==> src/rtl/hdlc_rx_pkg.sv <==
package hdlc_rx_pkg;

    typedef enum logic [1:0] {
        ST_IDLE = 2'd0,
        ST_RECV = 2'd1,
        ST_DONE = 2'd2
    } rx_state_e;

    typedef struct packed {
        logic lg;
        logic no;
        logic ab;
        logic cr;
        logic ov;
        logic cd;
    } frame_stat_t;

    localparam int unsigned NUM_CNT  = 5;
    localparam int unsigned CNT_CRC  = 0;
    localparam int unsigned CNT_ABT  = 1;
    localparam int unsigned CNT_DISC = 2;
    localparam int unsigned CNT_RETX = 3;
    localparam int unsigned CNT_LEN  = 4;

    function automatic logic [31:0] good_residue(input int unsigned w);
        return (w == 32) ? 32'hDEBB_20E3 : 32'h0000_F0B8;
    endfunction

endpackage

==> src/rtl/hdlc_len_tracker.sv <==
module hdlc_len_tracker #(
    parameter int unsigned LEN_W = 16
) (
    input  logic             clk_i,
    input  logic             rst_ni,
    input  logic             clr_i,
    input  logic             inc_i,
    input  logic [LEN_W-1:0] lim_i,
    output logic [LEN_W-1:0] cnt_o,
    output logic             over_o,
    output logic             over_nxt_o
);
    logic [LEN_W-1:0] cnt_q;
    logic             over_q;
    logic             at_lim;

    assign at_lim = (cnt_q == lim_i);

    always_ff @(posedge clk_i) begin
        if (!rst_ni) begin
            cnt_q  <= '0;
            over_q <= 1'b0;
        end else if (clr_i) begin
            cnt_q  <= '0;
            over_q <= 1'b0;
        end else if (inc_i) begin
            if (at_lim) over_q <= 1'b1;
            else        cnt_q  <= cnt_q + 1'b1;
        end
    end

    assign cnt_o      = cnt_q;
    assign over_o     = over_q;
    assign over_nxt_o = over_q | (inc_i & at_lim);

    // a byte arriving at the limit marks the frame as over-length
    assert_len_saturate_R2: assert property (@(posedge clk_i) disable iff (!rst_ni)
        (inc_i && !clr_i && at_lim) |=> over_q)
        else $error("length tracker missed saturation");

    // once over-length, the count never moves until the next clear
    assert_len_hold_R2: assert property (@(posedge clk_i) disable iff (!rst_ni)
        (over_q && !clr_i && $stable(lim_i)) |=> $stable(cnt_q))
        else $error("length count moved after saturation");

endmodule

==> src/rtl/hdlc_stat_counter.sv <==
module hdlc_stat_counter #(
    parameter int unsigned CNT_W = 16
) (
    input  logic             clk_i,
    input  logic             rst_ni,
    input  logic             clr_i,
    input  logic             inc_i,
    output logic [CNT_W-1:0] cnt_o
);
    logic [CNT_W-1:0] cnt_q;

    always_ff @(posedge clk_i) begin
        if (!rst_ni)     cnt_q <= '0;
        else if (clr_i)  cnt_q <= '0;
        else if (inc_i)  cnt_q <= cnt_q + 1'b1;
    end

    assign cnt_o = cnt_q;

    // clear wins over any increment
    assert_clr_zero_R11: assert property (@(posedge clk_i) disable iff (!rst_ni)
        clr_i |=> (cnt_o == '0))
        else $error("counter not zero after clear");

endmodule

==> src/rtl/hdlc_rx_status.sv <==
module hdlc_rx_status #(
    parameter int unsigned LEN_W = 16,
    parameter int unsigned CNT_W = 16,
    parameter int unsigned CRC_W = 16
) (
    input  logic             clk,
    input  logic             rst_n,
    input  logic             clr_stats,
    input  logic [LEN_W-1:0] max_len,
    input  logic             sof,
    input  logic             byte_vld,
    input  logic             eof,
    input  logic [CRC_W-1:0] crc_rem,
    input  logic             misalign,
    input  logic             no_buf,
    input  logic             abort_det,
    input  logic             overrun,
    input  logic             cd_lost,
    input  logic             retx_coll,
    output logic             frame_done,
    output logic [5:0]       frame_stat,
    output logic [LEN_W-1:0] frame_len,
    output logic [CNT_W-1:0] cnt_crc,
    output logic [CNT_W-1:0] cnt_abort,
    output logic [CNT_W-1:0] cnt_discard,
    output logic [CNT_W-1:0] cnt_retx,
    output logic [CNT_W-1:0] cnt_lenviol
);
    import hdlc_rx_pkg::*;

    localparam logic [CRC_W-1:0] GOOD_RES = CRC_W'(good_residue(CRC_W));

    rx_state_e   state_q, state_d;
    frame_stat_t stat_q, stat_d;
    logic        ov_acc_q, cd_acc_q;
    logic        in_recv, sof_take, end_evt, aborted, crc_good;
    logic        over_nxt, over_now;
    logic [NUM_CNT-1:0] cnt_inc;
    logic [CNT_W-1:0]   cnt_arr [NUM_CNT];

    assign in_recv  = (state_q == ST_RECV);
    assign sof_take = sof && !in_recv;
    assign aborted  = in_recv && abort_det;
    assign end_evt  = in_recv && (abort_det || eof);
    assign crc_good = (crc_rem == GOOD_RES);

    // state register
    always_ff @(posedge clk) begin
        if (!rst_n) state_q <= ST_IDLE;
        else        state_q <= state_d;
    end

    // next-state logic
    always_comb begin
        state_d = state_q;
        unique case (state_q)
            ST_IDLE: if (sof) state_d = ST_RECV;
            ST_RECV: if (abort_det || eof) state_d = ST_DONE;
            ST_DONE: state_d = sof ? ST_RECV : ST_IDLE;
            default: state_d = ST_IDLE;
        endcase
    end

    hdlc_len_tracker #(.LEN_W(LEN_W)) u_len (
        .clk_i      (clk),
        .rst_ni     (rst_n),
        .clr_i      (sof_take),
        .inc_i      (in_recv && byte_vld),
        .lim_i      (max_len),
        .cnt_o      (frame_len),
        .over_o     (over_now),
        .over_nxt_o (over_nxt)
    );

    // status word at frame close
    always_comb begin
        stat_d = '0;
        if (aborted) begin
            stat_d.ab = 1'b1;
        end else begin
            stat_d.lg = over_nxt;
            stat_d.no = misalign;
            stat_d.cr = !crc_good;
            stat_d.ov = ov_acc_q | overrun;
            stat_d.cd = cd_acc_q | cd_lost;
        end
    end

    // output / status registers
    always_ff @(posedge clk) begin
        if (!rst_n) begin
            stat_q   <= '0;
            ov_acc_q <= 1'b0;
            cd_acc_q <= 1'b0;
        end else if (sof_take) begin
            stat_q   <= '0;
            ov_acc_q <= 1'b0;
            cd_acc_q <= 1'b0;
        end else if (in_recv) begin
            if (overrun) ov_acc_q <= 1'b1;
            if (cd_lost) cd_acc_q <= 1'b1;
            if (end_evt) stat_q   <= stat_d;
        end
    end

    assign frame_done = (state_q == ST_DONE);
    assign frame_stat = stat_q;

    always_comb begin
        cnt_inc           = '0;
        cnt_inc[CNT_CRC]  = end_evt && !aborted && !crc_good;
        cnt_inc[CNT_ABT]  = aborted;
        cnt_inc[CNT_DISC] = end_evt && !aborted && no_buf;
        cnt_inc[CNT_RETX] = retx_coll;
        cnt_inc[CNT_LEN]  = end_evt && !aborted && over_nxt;
    end

    for (genvar g = 0; g < NUM_CNT; g++) begin : g_cnt
        hdlc_stat_counter #(.CNT_W(CNT_W)) u_cnt (
            .clk_i  (clk),
            .rst_ni (rst_n),
            .clr_i  (clr_stats),
            .inc_i  (cnt_inc[g]),
            .cnt_o  (cnt_arr[g])
        );
    end

    assign cnt_crc     = cnt_arr[CNT_CRC];
    assign cnt_abort   = cnt_arr[CNT_ABT];
    assign cnt_discard = cnt_arr[CNT_DISC];
    assign cnt_retx    = cnt_arr[CNT_RETX];
    assign cnt_lenviol = cnt_arr[CNT_LEN];

    // done lasts a single cycle
    assert_done_single_R9: assert property (@(posedge clk) disable iff (!rst_n)
        frame_done |=> !frame_done)
        else $error("done strobe longer than one cycle");

    // aborted frame shows only the abort bit
    assert_abort_only_R5: assert property (@(posedge clk) disable iff (!rst_n)
        (frame_done && frame_stat[3]) |-> (frame_stat == 6'b001000))
        else $error("aborted frame carries extra status");

    // status and length are clear while a new frame is gathered
    assert_clear_at_start_R9: assert property (@(posedge clk) disable iff (!rst_n)
        (in_recv && $past(state_q) != ST_RECV) |-> (frame_stat == 6'd0 && frame_len == '0))
        else $error("stale status at frame start");

    // a closed frame above the limit reports the violation bit
    assert_lenviol_flag_R3: assert property (@(posedge clk) disable iff (!rst_n)
        (frame_done && !frame_stat[3] && over_now) |-> frame_stat[5])
        else $error("length violation not reported");

endmodule

==> config.mk <==
export PLATFORM = sky130hd
export DESIGN_NAME = hdlc_rx_status
export DESIGN_NICKNAME = d
export VERILOG_FILES = /design/src/rtl/hdlc_rx_pkg.sv /design/src/rtl/hdlc_len_tracker.sv /design/src/rtl/hdlc_stat_counter.sv /design/src/rtl/hdlc_rx_status.sv
export SDC_FILE = /design/constraint.sdc
export NUM_CORES = 1
export LEC_CHECK = 0
export BUFFER_PORTS_ARGS = -buffer_cell sky130_fd_sc_hd__buf_2
export CAP_MARGIN = 25
export CORE_UTILIZATION = 50
export DETAILED_ROUTE_END_ITERATION = 10
export PLACE_DENSITY = 0.76
export SLEW_MARGIN = 20
export SYNTH_ARGS = -nofsm -noshare
export SYNTH_HDL_FRONTEND = slang
export SYNTH_HIERARCHICAL = 1
export SYNTH_SLANG_ARGS = --single-unit
==> constraint.sdc <==
create_clock -name clk -period 3.55 [get_ports clk]
set_input_delay 0.1775 -clock clk [delete_from_list [all_inputs] [get_ports clk]]
set_output_delay 0.1775 -clock clk [all_outputs]
set_load 0.02 [all_outputs]
Word level (Yosys, flattened, before mapping)
Cells that the tools add are included.
{"block": "classes", "n_addsub": 6, "n_eq_ne": 6, "mux": 7, "bitwise_logic": 6, "reduce_logical": 21}
{"cell": "$add 16x1->16 const B", "count": 6}
{"cell": "$eq 16x16->1", "count": 1}
{"cell": "$eq 16x16->1 const B", "count": 1}
{"cell": "$reduce_and 2->1", "count": 6}
{"cell": "$logic_and 1x1->1", "count": 8}
{"cell": "$mux 2", "count": 3}
{"cell": "$pmux 2 s3", "count": 1}
{"cell": "$reduce_or 2->1", "count": 2}
{"cell": "$logic_not 1->1", "count": 3}
{"cell": "$mux 3", "count": 1}
{"cell": "$or 1x1->1", "count": 3}
{"cell": "$eq 2x1->1 const B", "count": 1}
{"cell": "$eq 2x2->1 const B", "count": 1}
{"cell": "$logic_not 2->1", "count": 1}
{"cell": "$mux 1", "count": 2}
{"cell": "$ne 2x1->1 const B", "count": 1}
{"cell": "$ne 2x2->1 const B", "count": 1}
{"cell": "$not 1->1", "count": 2}
{"cell": "$and 1x1->1", "count": 1}
{"cell": "$logic_or 1x1->1", "count": 1}
{"block": "totals", "reg_bits": 107, "inputBits": 44, "output_inout_bits": 103}

Depth between registers and ports, before layout
Gate-level depths: netlist of the first run.
{"block": "logic_depth", "depth_word": 5, "ltp_mapped": 11}

Modules after synthesis
Netlist of the first run, hierarchy kept.
{"mod": "hdlc_stat_counter", "instances": 5, "cells_per_inst": 82, "area_each_um2": 708.2}
{"mod": "hdlc_len_tracker", "instances": 1, "cells_per_inst": 120, "area_each_um2": 1007.2}
{"mod": "hdlc_rx_status", "instances": 1, "cells_per_inst": 54, "area_each_um2": 483.0}

Worst setup path after synthesis of the first run
OpenSTA, ideal clock, no wires.
{"block": "synth_timing", "path_type": "register -> register", "from": "reg u_len.cnt_q[2], in the netlist u_len/cnt_o[2]", "to": "reg g_cnt[4].u_cnt.cnt_q[13]", "t_arrival_ns": 2.816, "t_required_ns": 3.434, "slack_ns": 0.618, "stages_incl_launch_ff": 12, "path_buffers": 1, "period_less_slack_ns": 2.932, "cell_sequence": "dfxtp_1 > xnor2_1 > nand4_1 > nor4_1 > clkbuf_1 > a21o_1 > nand2_1 > inv_1 > nand4_1 > nor4_1 > a31oi_1 > a41o_1"}
{"block": "synth_between", "elab_chain_len": 4}
{"item": "start, declared", "line": "hdlc_len_tracker.sv:13", "rtl": "logic [LEN_W-1:0] cnt_q;"}
{"item": "start signal, assigned", "line": "hdlc_len_tracker.sv:28", "rtl": "else cnt_q <= cnt_q + 1'b1;"}
{"item": "$eq 16x16->1", "line": "hdlc_len_tracker.sv:17", "rtl": "assign at_lim = (cnt_q == lim_i);"}
{"item": "$and 1x1->1", "line": "hdlc_len_tracker.sv:34", "rtl": "assign over_nxt_o = over_q | (inc_i & at_lim);"}
{"item": "$or 1x1->1", "line": "hdlc_len_tracker.sv:34"}
{"item": "net over_nxt", "line": "hdlc_rx_status.sv:37", "rtl": "logic over_nxt, over_now;"}
{"item": "$logic_and 1x1->1", "line": "hdlc_rx_status.sv:115", "rtl": "cnt_inc[CNT_LEN] = end_evt && !aborted && over_nxt;"}
{"item": "net cnt_inc[4]", "line": "hdlc_rx_status.sv:38", "rtl": "logic [NUM_CNT-1:0] cnt_inc;"}
{"item": "end signal, assigned", "line": "hdlc_stat_counter.sv:15", "rtl": "else if (inc_i) cnt_q <= cnt_q + 1'b1;"}
{"item": "end, declared", "line": "hdlc_stat_counter.sv:10", "rtl": "logic [CNT_W-1:0] cnt_q;"}
The timed path passes the listed nets, and every way through them passes these cells.
A chain may end at the register's enable or synchronous reset.

Worst setup path in the final report of the first run
Ends and elaborated chain as after synthesis.

==> impl_results.md, run 1 <==
- Starting Density: 0.5147
- Final Max Slew Viols: 0
- WP buf/inv: 1
- Final-report hold violation count: 0
- Placer Congestion: 0.8364
- Final setup fails: 0
- PostCTS Resize Cnt: 0
- Most frequent cells in the layout: buf_2, dfxtp_1, nor2_1
- Delay of the slowest cell on the worst path: 0.64 ns
- Max Buffers Root-to-Sink: 2
- Final Critical Period: 3.094 ns
- Avg WL per Cell: 13.81 um
- # fillers: 873
- Pwr dens: 330.5 nW/um2
- Antenna fix cells: 0
- Register bit total from synthesis: 107
- GRT Resource Usage Total: 0.2273
- RSZ-0062 raised after global routing: false
- Vias in the first global route: 4236
- Max Fclk: 323.2 MHz
- Outcome: complete, no violations
- Initial DRC Count: 108
- Die W: 102.3 um
- Slew Limit Headroom: 0.5549
- DR vias/cell: 5.440
- # port buffers: 146
- First-pass DRT Iterations: 5
- Tightest Pin Transition: 0.6615 ns
- Critical path arrival: 3.36 ns
- Nets@finish: 776
- Post-DP HPWL: 8810 um
- Die H: 102.3 um
- Min-delay worst type: in2reg
- Rows: 36
- CTS tree: done
- Total grt overflow: 0
- Setup crit end kind: register
- CTS root buffer: clkbuf_8
- Max-cap violations: 0
- Leak pwr: 2.388 nW
- Final Routed Wirelength: 11930 um
- Critical-path maximum fanout: 8
- Post-synthesis cell type count: 45
- First-pass GRT wire length: 18860 um
- Initial antenna violation count: 1
- Worst EP required: 3.81 ns
- Core area: 9774 um2
- Syn nets: 634
- Sequential-to-total area share from yosys stat: 0.4258
- Area post-placement: 5881 um2
- Synthesized area: 5031 um2
- Dpl cells: 848
- Clock buffer count from CTS: 9
- H-tree depth: 3
- VDD IR max: 0.0001788 V
- Crit-path slowest cell: nor4_1
- # DRC: 0
- CTS sink count: 107
- Later-pin clock latency in the skew report: 0.37 ns
- CP Class: reg2reg
- Layout area overhead: 20.37%
- Period utilization: 0.8716
- Top Ports: 147
- Final Instance Area: 6056 um2
- Clock-pin slew on the worst setup and hold paths: 0.11 ns
- Most common cell after layout, fill and taps aside: buf_2
- Largest net degree at the start of global routing: 30
- Mapped Cells: 584
- Skew final: 0.008191 ns
- ANT nets after route: 0
- Setup TNS: 0 ns
- Post-route insts no fill: 864
- # Post-CTS Setup Buffers: 0
- Die ar.: 10470 um2
- Cts hold-fix bufs: 0
- Detailed-route via count: 4700
- Crit start category: register
- Syn avg cell area: 8.615 um2
- Critical Path, Cell by Cell: xnor2_1 > nand4_1 > nor4_2 > a21o_1 > nand2_1 > inv_1 > nand4_1 > nor4_1 > a31oi_1 > a41o_1
- Layout cells sized above 1: 0.2627
- Hold Worst Slack: 0.05265 ns
- Yosys warns: 6
- Total power: 2.001 mW
- Worst path top cell family by delay: simple AND/OR/NAND/NOR gates
- Most used cell, CP: nand4_1
cell usage after synthesis:
master	instances	area, um2
o2bb2ai_1	1	8.760
xnor2_1	61	534.3
a31o_2	5	43.79
a21o_1	1	7.510
buf_2	4	20.02
a41o_1	5	50.05
nand2_1	45	168.9
and4bb_1	1	12.51
nor3_1	20	100.1
nor3b_1	1	7.510
and2_1	5	31.28
o21ai_0	20	100.1
or2_4	1	8.760
or2_0	1	6.260
or3_1	9	56.30
inv_1	24	90.09
o21a_1	1	7.510
clkbuf_1	13	48.80
nand2b_1	9	56.30
or3_2	6	45.04
nand4_2	6	75.07
a21oi_1	38	190.2
nor4_4	1	21.27
nor2_1	74	277.8
nand4_1	12	75.07
o22ai_1	1	6.260
o21ai_1	3	15.01
or4b_4	1	13.76
nand4b_1	2	17.52
xor2_1	5	43.79
nor2b_1	9	56.30
o31a_1	1	8.760
dfxtp_1	107	2142
or2_2	1	6.260
or4_4	5	56.30
a31oi_1	5	31.28
mux2i_1	7	70.07
nand3_1	18	90.09
nand4b_2	1	15.01
o31ai_1	12	90.09
nor4_1	18	112.6
ha_1	6	75.07
o211ai_1	3	22.52
or4_1	14	105.1
or4b_1	1	10.01
area by class of cell:
type / count / area (um2) / share of cell area
clock buffers: 9 / 123.9 / 0.02045
flip-flops and latches: 107 / 2142 / 0.3537
repair buffers: 148 / 745.7 / 0.1231
clock inverters: 7 / 51.30 / 0.008471
multi-input cells: 436 / 2736 / 0.4519
inverters: 24 / 90.09 / 0.01488
well taps: 133 / 166.4 / 0.02748
cells by family (layout without fill, tap and decap cells):
group	Yosys count	after routing	share of synthesized area
AOI/OAI and AO/OA	96	96	0.1156
xor gates and xnor gates	66	66	0.1149
adders and majority gates	6	6	0.01492
buffers and inverters	41	188	0.03159
DFF	107	107	0.4258
muxes	7	7	0.01393
and+or+nand+nor	261	261	0.2833
power breakdown:
group | total, mW | switching, mW | internal [mW]
Sequential | 1.21 | 0.00420 | 1.20
Combinational | 0.102 | 0.0605 | 0.0418
Clock | 0.691 | 0.431 | 0.259
state kept, by name (all words and copies together), names as in the netlist:
signal and cells:
g_cnt.u_cnt/cnt_o 80, u_len/cnt_o 16, frame_stat 6, state_q 2, cd_acc_q 1, ov_acc_q 1
u_len/over_o 1
per-layer routing:
metal,global-route usage,share of wire,vias up
li1,-,-,2352
met1,0.2766,0.45,2189
met2,0.3970,0.48,138
met3,0.03625,0.053,19
met4,0.09780,0.018,2
met5,0,0.0013,-
stage by stage:
stage                     utilization  worst slack (ns)
final                          0.6196            0.4558
after CTS                      0.6196            0.5029
after floorplan                     -            0.6180
after global routing           0.6196            0.2038
after detailed placement       0.6016            0.6166
after global placement         0.6016            0.7525
path summary, 6_finish.rpt:
kind | startpoint | to | slack, ns | depth (start not counted)
worst min register to register | frame_stat[4]$_SDFFE_PP0P_ | frame_stat[4]$_SDFFE_PP0P_ | 0.48 | 2
worst min-delay path | overrun | ov_acc_q$_SDFFE_PP0P_ | 0.05 | 3
worst max register to register | u_len/cnt_o[2]$_SDFFE_PP0P_ | g_cnt[4].u_cnt/cnt_o[13]$_SDFFE_PP0P_ | 0.46 | 10
worst max-delay path | u_len/cnt_o[2]$_SDFFE_PP0P_ | g_cnt[4].u_cnt/cnt_o[13]$_SDFFE_PP0P_ | 0.46 | 10
worst min-delay path: cells and delay by family:
kind                   cells  cell delay (ns)
buffers and inverters      1             0.09
AOI/OAI and AO/OA          1             0.05
and+or+nand+nor            1             0.07
No activity file was read; power rests on OpenSTA's default activity.
==> inputs of run 2 (changes only) <==
--- a/config.mk
+++ b/config.mk
@@ -5,11 +5,13 @@
 export SDC_FILE = /design/constraint.sdc
 export NUM_CORES = 1
 export LEC_CHECK = 0
+export ABC_AREA = 1
 export BUFFER_PORTS_ARGS = -buffer_cell sky130_fd_sc_hd__buf_2
 export CAP_MARGIN = 25
+export CORE_MARGIN = 4
 export CORE_UTILIZATION = 50
 export DETAILED_ROUTE_END_ITERATION = 10
-export PLACE_DENSITY = 0.76
+export PLACE_DENSITY = 0.74
 export SLEW_MARGIN = 20
 export SYNTH_ARGS = -nofsm -noshare
 export SYNTH_HDL_FRONTEND = slang
==> run 2 against run 1 <==
Clock-buffer cell count is 1 higher; sequential power barely moved; worst setup slack better by 0.70 ns; total power grew 29%; area after synthesis increased by 15%; global-route usage decreased by 1.9 points; flip-flop and latch count did not move; critical endpoint unchanged.
==> impl_results.md, run 2 <==
- Outcome: complete, no violations
- Leak pwr: 3.233 nW (+35%)
- Final Instance Area: 7018 um2 (+16%)
- Total power: 2.573 mW (+29%)
- Die W: 115.7 um (+13%)
- Final Critical Period: 2.391 ns (-0.7031 ns)
- First-pass DRT Iterations: 5 (unchanged)
- CP Class: reg2reg
- Seq pwr share: 0.470 (-0.134)
- Largest area contributor in the netlist: dfxtp_1
- Clock buffer count from CTS: 9 (unchanged)
- CTS tree: done
- H-tree depth: 3 (unchanged)
- NetSw: 0.5406 mW (+9.0%)
- Final Routed Wirelength: 13680 um (+15%)
- Die H: 115.7 um (+13%)
- Skew final: 0.006861 ns (-0.001330 ns)
- VDD IR max: 0.0002815 V (+57%)
- Top-area cell type share of the netlist area: 0.3692 (-0.05656)
- Min-delay worst type: in2reg
- Max Fclk: 418.2 MHz (+29%)
- Synth area leaders: dfxtp_1, nand2_1, nor2_1, inv_1, nand3_1
- Total grt overflow: 0 (unchanged)
- Crit start category: register
- Combinational power share: 0.050 (about the same)
- Nets@finish: 1110 (+43%)
- Most common cell after layout, fill and taps aside: nand2_1
- Post-synth ARST share: 0 (unchanged)
- Setup TNS: 0 ns (unchanged)
- Syn avg cell area: 6.369 um2 (-26%)
- Slew Limit Headroom: 0.4274 (-0.1275)
- Period utilization: 0.6736 (-0.1980)
- Post-DP HPWL: 10410 um (+18%)
- Count leader, synth: nand2_1
- Sequential-to-total area share from yosys stat: 0.3692 (-0.05656)
- Register bit total from synthesis: 107 (unchanged)
- CTS root buffer: clkbuf_16
- # Post-CTS Setup Buffers: 0 (unchanged)
- Mapped Cells: 911 (+56%)
- RSZ-0062 raised after global routing: false
- Util after Layout: 0.6173 (-0.002305)
- ANT nets after route: 0 (unchanged)
- Core area: 11370 um2 (+16%)
- DR vias/cell: 4.811 (-12%)
- Starting Density: 0.5103 (-0.004432)
- Avg WL per Cell: 11.33 um (-18%)
- Initial DRC Count: 387 (+260%)
- Largest register FFs: 80 (unchanged)
- Later-pin clock latency in the skew report: 0.34 ns (-0.03 ns)
- Most frequent cells in the layout: nand2_1, nor2_1, buf_2
- Tightest Pin Transition: 0.8571 ns (+0.1955 ns)
- Largest net degree at the start of global routing: 29 (-3.3%)
- Initial antenna violation count: 1 (unchanged)
- Die ar.: 13390 um2 (+28%)
- # port buffers: 146 (unchanged)
- Placer Congestion: 0.8776 (+4.9%)
- Rows: 39 (+8.3%)
- Final setup fails: 0 (unchanged)
- Hold Worst Slack: 0.07825 ns (+0.02560 ns)
- Syn nets: 961 (+52%)
- Detailed-route via count: 5812 (+24%)
- Max-cap violations: 0 (unchanged)
- Yosys warns: 6 (unchanged)
- Total internal power: 2.033 mW (+35%)
- Synthesized area: 5802 um2 (+15%)
- Max Buffers Root-to-Sink: 2 (unchanged)
- Cts hold-fix bufs: 0 (unchanged)
- Vias in the first global route: 5089 (+20%)
- PostCTS Resize Cnt: 0 (unchanged)
- First-pass GRT wire length: 23010 um (+22%)
- Clock share of power: 0.480 (+0.135)
- Layout cells sized above 1: 0.2085 (-0.05420)
- # fillers: 1092 (+25%)
- CTS sink count: 107 (unchanged)
- Layout area overhead: 20.96%
- Top Ports: 147 (unchanged)
- # DRC: 0 (unchanged)
- Antenna fix cells: 0 (unchanged)
- Area post-placement: 6643 um2 (+13%)
- Critical-path maximum fanout: 28 (+20)
- Pwr dens: 366.7 nW/um2 (+11%)
- Worst EP required: 3.78 ns (-0.03 ns)
- Critical path arrival: 2.62 ns (-0.74 ns)
- Most common library cells after synthesis: nand2_1, nor2_1, inv_1
- Synth Flop Type: dfxtp_1
- Setup crit end kind: register
- Final-report hold violation count: 0 (unchanged)
- Final Max Slew Viols: 0 (unchanged)
- Clock-pin slew on the worst setup and hold paths: 0.07 ns (-0.04 ns)
- GRT Resource Usage Total: 0.2084 (-0.01894)
- Sw frac: 0.2101 (-0.03784)
- EDFF count, synth: 0 (unchanged)
- Post-synthesis cell type count: 27 (-40%)
==> run 2: changes by cell type in the layout (fill, tap and decap cells not counted), moves of 10 or more <==
cell | before | now
or4_1 | 14 | 0
nand2_1 | 45 | 244
o21bai_1 | 0 | 10
nor4_1 | 17 | 0
nor2_1 | 74 | 165
nand2_2 | 0 | 13
xnor2_1 | 61 | 0
inv_1 | 24 | 135
o31ai_1 | 12 | 0
nor2_2 | 0 | 28
a21oi_1 | 38 | 56
nand3_1 | 18 | 62
==> run 2: cell type report <==
type	instances	area, um2	area share
timing repair buffer	146	730.7	0.1041
clock buffer	10	239.0	0.03405
multi-input combinational	660	3079	0.4388
sequential	107	2142	0.3052
tap	143	178.9	0.02549
inverter	136	511.7	0.07292
clock inverter	6	136.4	0.01943
==> run 2: cell families (layout without fill, tap and decap cells) <==
logic type / Yosys count / count (layout) / synth area share
buf+inv: 144 / 298 / 0.1005
compound gates: 99 / 99 / 0.1003
xor+xnor: 10 / 10 / 0.01510
simple gates: 545 / 545 / 0.4020
flops: 107 / 107 / 0.3692
fa+ha+maj: 6 / 6 / 0.01294
==> run 2: power by group through the flow <==
stage | clock network, mW | logic, mW | registers [mW]
after global placement | 0 | 0.129 | 1.24
after floorplan | 0 | 0.0761 | 1.24
final | 1.23 | 0.130 | 1.21
after detailed placement | 0 | 0.130 | 1.24
after global routing | 1.31 | 0.149 | 1.21
after CTS | 1.26 | 0.131 | 1.21
==> run 2: final timing paths <==
kind	from	end	slack, ns	cells past startpoint
setup / recovery	u_len/cnt_o[6]$_SDFFE_PP0P_	g_cnt[4].u_cnt/cnt_o[13]$_SDFFE_PP0P_	1.16	18
hold / removal	misalign	frame_stat[4]$_SDFFE_PP0P_	0.08	3
setup reg to reg	u_len/cnt_o[6]$_SDFFE_PP0P_	g_cnt[4].u_cnt/cnt_o[13]$_SDFFE_PP0P_	1.16	18
hold reg to reg	cd_acc_q$_SDFFE_PP0P_	cd_acc_q$_SDFFE_PP0P_	0.44	2
==> run 2: critical path: stages (launching register included) <==
cell	delay, ns
dfxtp_1	0.44
inv_1	0.06
nand2_1	0.06
nand2_1	0.05
nor2_1	0.12
nand2_1	0.08
nor2_2	0.12
nand2_4	0.19
nor2_1	0.19
or2_2	0.14
nand2_2	0.05
inv_1	0.18
nand2_1	0.10
inv_1	0.12
nand2_2	0.11
nor2_2	0.11
nand3_1	0.07
nand2_1	0.07
nor2_1	0.03
==> run 2: layer usage <==
layer / vias up / part of all wire / wire, um / global-route usage
met2: 143 / 0.44 / 6083 / 0.3422
met1: 2523 / 0.47 / 6402 / 0.2749
met4: 2 / 0.018 / 248 / 0.07193
li1: 3124 / - / - / -
met3: 20 / 0.069 / 942 / 0.04125
met5: - / 0.00051 / 7 / 0
==> run 2: through the flow <==
stage                     std cells  worst slack [ns]
after floorplan                 911             1.398
after global placement         1192             1.228
after detailed placement       1192             1.175
after CTS                      1208             1.153
after global routing           1208            0.8028
final                          1208             1.159
